--- src/rtl/bank_regfile.sv ---
module bank_regfile #(
  parameter int DW = 8,
  parameter int AW = 7
) (
  input  logic          clk,
  input  logic          rst_n,
  input  logic          bank_sel,
  input  logic [AW-1:0] dir_addr,
  input  logic          ind_sel,
  input  logic [AW:0]   ind_ptr,
  input  logic          rd_en,
  input  logic          wr_en,
  input  logic [DW-1:0] wr_data,
  output logic [DW-1:0] rd_data,
  output logic [AW:0]   sfr_addr,
  output logic          sfr_rd,
  output logic          sfr_wr,
  output logic [DW-1:0] sfr_wdata,
  input  logic [DW-1:0] sfr_rdata
);
  localparam int SFR_SPAN = 32;
  localparam int B0_WORDS = (1 << AW) - SFR_SPAN;
  localparam int B1_WORDS = SFR_SPAN;

  logic [DW-1:0] mem0 [B0_WORDS];
  logic [DW-1:0] mem1 [B1_WORDS];

  logic [AW:0]   ea;
  logic          hit_sfr, hit0, hit1;
  logic [AW-1:0] idx0;
  logic [4:0]    idx1;

  assign ea      = ind_sel ? ind_ptr : {bank_sel, dir_addr};
  assign hit_sfr = (ea[6:5] == 2'b00);
  assign hit0    = (!ea[7] && !hit_sfr) || (ea[7] && ea[6:4] == 3'b111);
  assign hit1    = ea[7] && (ea[6:5] == 2'b01);
  assign idx0    = ea[6:0] - AW'(SFR_SPAN);
  assign idx1    = ea[4:0];

  assign sfr_addr  = ea;
  assign sfr_rd    = rd_en && hit_sfr;
  assign sfr_wr    = wr_en && hit_sfr;
  assign sfr_wdata = wr_data;

  always_comb begin
    rd_data = '0;
    if (rd_en) begin
      if (hit_sfr)   rd_data = sfr_rdata;
      else if (hit0) rd_data = mem0[idx0];
      else if (hit1) rd_data = mem1[idx1];
    end
  end

  always_ff @(posedge clk or negedge rst_n) begin
    if (!rst_n) begin
      for (int i = 0; i < B0_WORDS; i++) mem0[i] <= '0;
      for (int i = 0; i < B1_WORDS; i++) mem1[i] <= '0;
    end else if (wr_en) begin
      if (hit0) mem0[idx0] <= wr_data;
      if (hit1) mem1[idx1] <= wr_data;
    end
  end
endmodule

--- config.mk ---
export PLATFORM = sky130hd
export DESIGN_NAME = bank_regfile
export DESIGN_NICKNAME = d
export VERILOG_FILES = /design/src/rtl/bank_regfile.sv
export SDC_FILE = /design/constraint.sdc
export NUM_CORES = 2
export LEC_CHECK = 0
export BUFFER_PORTS_ARGS = -buffer_cell sky130_fd_sc_hd__buf_4
export CAP_MARGIN = 20
export CORE_ASPECT_RATIO = 0.5
export CORE_MARGIN = 4
export CORE_UTILIZATION = 45
export DETAILED_ROUTE_END_ITERATION = 7
export PLACE_DENSITY_LB_ADDON = 0.25
export SYNTH_ARGS = -nofsm -noshare
export SYNTH_HDL_FRONTEND = slang
export SYNTH_SLANG_ARGS = --single-unit
export TNS_END_PERCENT = 10
--- constraint.sdc ---
create_clock -name clk -period 5.2 [get_ports clk]
set_clock_uncertainty 0.05 [all_clocks]
set_input_delay 0.52 -clock clk [delete_from_list [all_inputs] [get_ports clk]]
set_output_delay 0.52 -clock clk [all_outputs]
set_load 0.005 [all_outputs]
==> results.json <==
{
  "rsz0062_at_grt": "no",
  "synth_edf_count": 0,
  "topRoutingLayerUsed": "met5",
  "syn_area_per_cell_um2": 11.8,
  "drc": 0,
  "route.met3.wl_mm": 9.81,
  "start_util_pct": 45.3,
  "root_buffer": "clkbuf_16",
  "drtIter0Drc": 3013,
  "die_h_um": 243,
  "hpwl_mm": 90.0,
  "ys_warn_count": 0,
  "drive_gt1_share_pct": 34.7,
  "worst_ep_arrival_time_ns": 4.45,
  "maxCapViolCount": 0,
  "hold_viol_final": 0,
  "synth_nets": 4265,
  "netlist_area_um2": 49900,
  "start_kind": "input port",
  "ioPinCount": 63,
  "antenna_found_initial": 5,
  "ys_types": 60,
  "tightest_slew_ns": 1.18,
  "drv_slew": 0,
  "worstPathMaxFanout": 40,
  "clk_pin_slew_worst_paths_ns": 0.06,
  "wl_met2_mm": 64.0,
  "min_period_ns": 5.02,
  "setup_tns_ns": 0,
  "fmax_mhz": 199,
  "setup_ws_ns": 0.183,
  "nNetsFinal": 4203,
  "synth.area.top_cells": "dfrtp_1 (51%), mux2_2 (21%), nand2_1 (5.9%)",
  "status": "finished clean",
  "m1WireLength_mm": 65.4,
  "grt_pass1_wl_mm": 220,
  "post-route-period-util_pct": 96.5,
  "cp-end-kind": "primary output",
  "drtAntennaViolNets": 0,
  "die_w_um": 479,
  "clock-sinks": 1024,
  "async_flop_share_pct": 100,
  "drt-total-wl_mm": 143,
  "ys_ff_latch": 1024,
  "synth_largest_area_cell": "dfrtp_1",
  "p_per_area_nw_per_um2": 331,
  "fillers": 9598,
  "wl_per_cell_um": 24.9,
  "ir_drop_mv": 0.250,
  "clock_latency_ns": 0.69,
  "gr-total-overflow": 0,
  "syn2layout_area_growth_pct": 10.6,
  "hold_class": "in -> reg",
  "cts_buffers": 97,
  "seq_area_frac_synth_pct": 51.4,
  "cts_tree": "built",
  "synth.most_common_cell": "dfrtp_1",
  "track_usage_pct": 24.4,
  "row_count": 86,
  "syn_inst": 4224,
  "worstPathRequired_ns": 4.63,
  "p_total_uw": 18300,
  "crit_type": "in -> out",
  "yosys_most_used_dff": "dfrtp_1",
  "core-area_um2": 110000,
  "finalWeightedCongestion": 0.860,
  "synth_top_cell_area_share_pct": 51.4,
  "p_leak_uw": 0.0276,
  "pre_cts_ws_ns": 0.252,
  "num_vias": 33540,
  "synth_common_cells": "dfrtp_1 (1024), mux2_2 (932), nand2_1 (783)",
  "grt_max_degree": 152,
  "grt_pass1_vias": 34055,
  "firstDrtPassIters": 5,
  "slew_headroom_pct": 20.7,
  "port_buffers": 62,
  "die_area_um2": 117000,
  "cts.htree.levels": 3,
  "clockBufferDepth": 3,
  "setup_viol": 0,
  "routed_via_density": 5.85
}
metal layers:
layer	GRT usage (%)	vias up
met5	0	-
met4	6.25	2
li1	-	14663
met2	37.2	1046
met3	4.84	213
met1	35.9	17616
final cells by class:
type,count,area [um^2],area share (%)
clock inverter,39,528,0.957
inverter,5,31.3,0.0567
clock buffer,137,2850,5.16
tap,1496,1870,3.39
antenna,1,2.50,0.00453
timing repair buffer,157,1490,2.71
multi-input combinational,2877,22800,41.3
sequential,1024,25600,46.4
where the power goes:
| group | total (uW) | internal [uW] | switching, uW |
|---|---|---|---|
| Clock | 7580 | 4370 | 3210 |
| Combinational | 2030 | 732 | 1300 |
| Sequential | 8660 | 8420 | 233 |
| Total | 18300 | 13500 | 4740 |
placed cells by master (no fill, tap or decap), drive strengths merged, types with 3 or more instances in the layout:
cell type and instances:
and2 8, nand2b 6, ha 4, clkbuf 137, mux2i 137, nor2 155, o22a 4, mux4 14
clkinv 22, or3 19, a32oi 10, mux2 1028, buf 156, a21oi 159, nand2 793, and3 6
bufinv 11, o211ai 3, o21ai 13, a211oi 5, nand4b 5, nand3 368, o2111ai 6, dfrtp 1024
a22oi 6, or2 3, o22ai 25, nand4 23, inv 9, nor3 10, a31oi 12, nor4 29
or4 9
per-stage QoR:
step	utilization, %	hold WS (ns)	cells	area (um^2)
finish	50.1	0.225	5736	55200
global route	50.1	0.215	5736	55200
CTS	50.1	0.266	5734	55100
detailed placement	47.0	0.425	5557	51800
global placement	47.0	0.416	5556	51800
floorplan	-	0.174	4224	49900
worst max-delay path: stages:
cell and delay, ns:
buf_4 0.32, mux2i_4 0.60, inv_8 0.26, buf_4 0.29
mux2i_1 0.14, mux2i_1 0.32, o2111ai_1 0.20, nor4_1 0.72
a31oi_1 0.36, o221ai_1 0.49, buf_4 0.19
state kept, by name, indices dropped and copies added (netlist names):
name / flops
mem0: 768
mem1: 256
kinds of logic after synthesis:
family | share of synthesized area [%]
AND/OR/NAND/NOR | 15.6
multiplexers | 26.9
flip-flops | 51.4
buffers and inverters | 3.06
AO/OA/AOI/OAI | 2.93
adder cells (fa/ha/maj) | 0.100
final timing paths:
| kind | startpoint | end | slack [ns] | cells past startpoint |
|---|---|---|---|---|
| setup / recovery | ind_sel | rd_data[6] | 0.18 | 11 |
| hold / removal | wr_data[0] | mem0[512] | 0.23 | 2 |
| setup reg to reg | mem1[190] | mem1[190] | 4.35 | 1 |
| hold reg to reg | mem0[523] | mem0[523] | 0.44 | 1 |
| max in group asynchronous | rst_n | mem0[20] | 3.24 | 4 |
| min in group asynchronous | rst_n | mem1[19] | 0.40 | 2 |
repair_timing:
action                                  CTS  global route
endpoints found under the setup margin    0             1
buffers inserted                          0             0
resized for setup                         0             2
endpoints found under the hold margin    85             0
hold buffers                              1             0
Power figures use the tool's default switching activity.
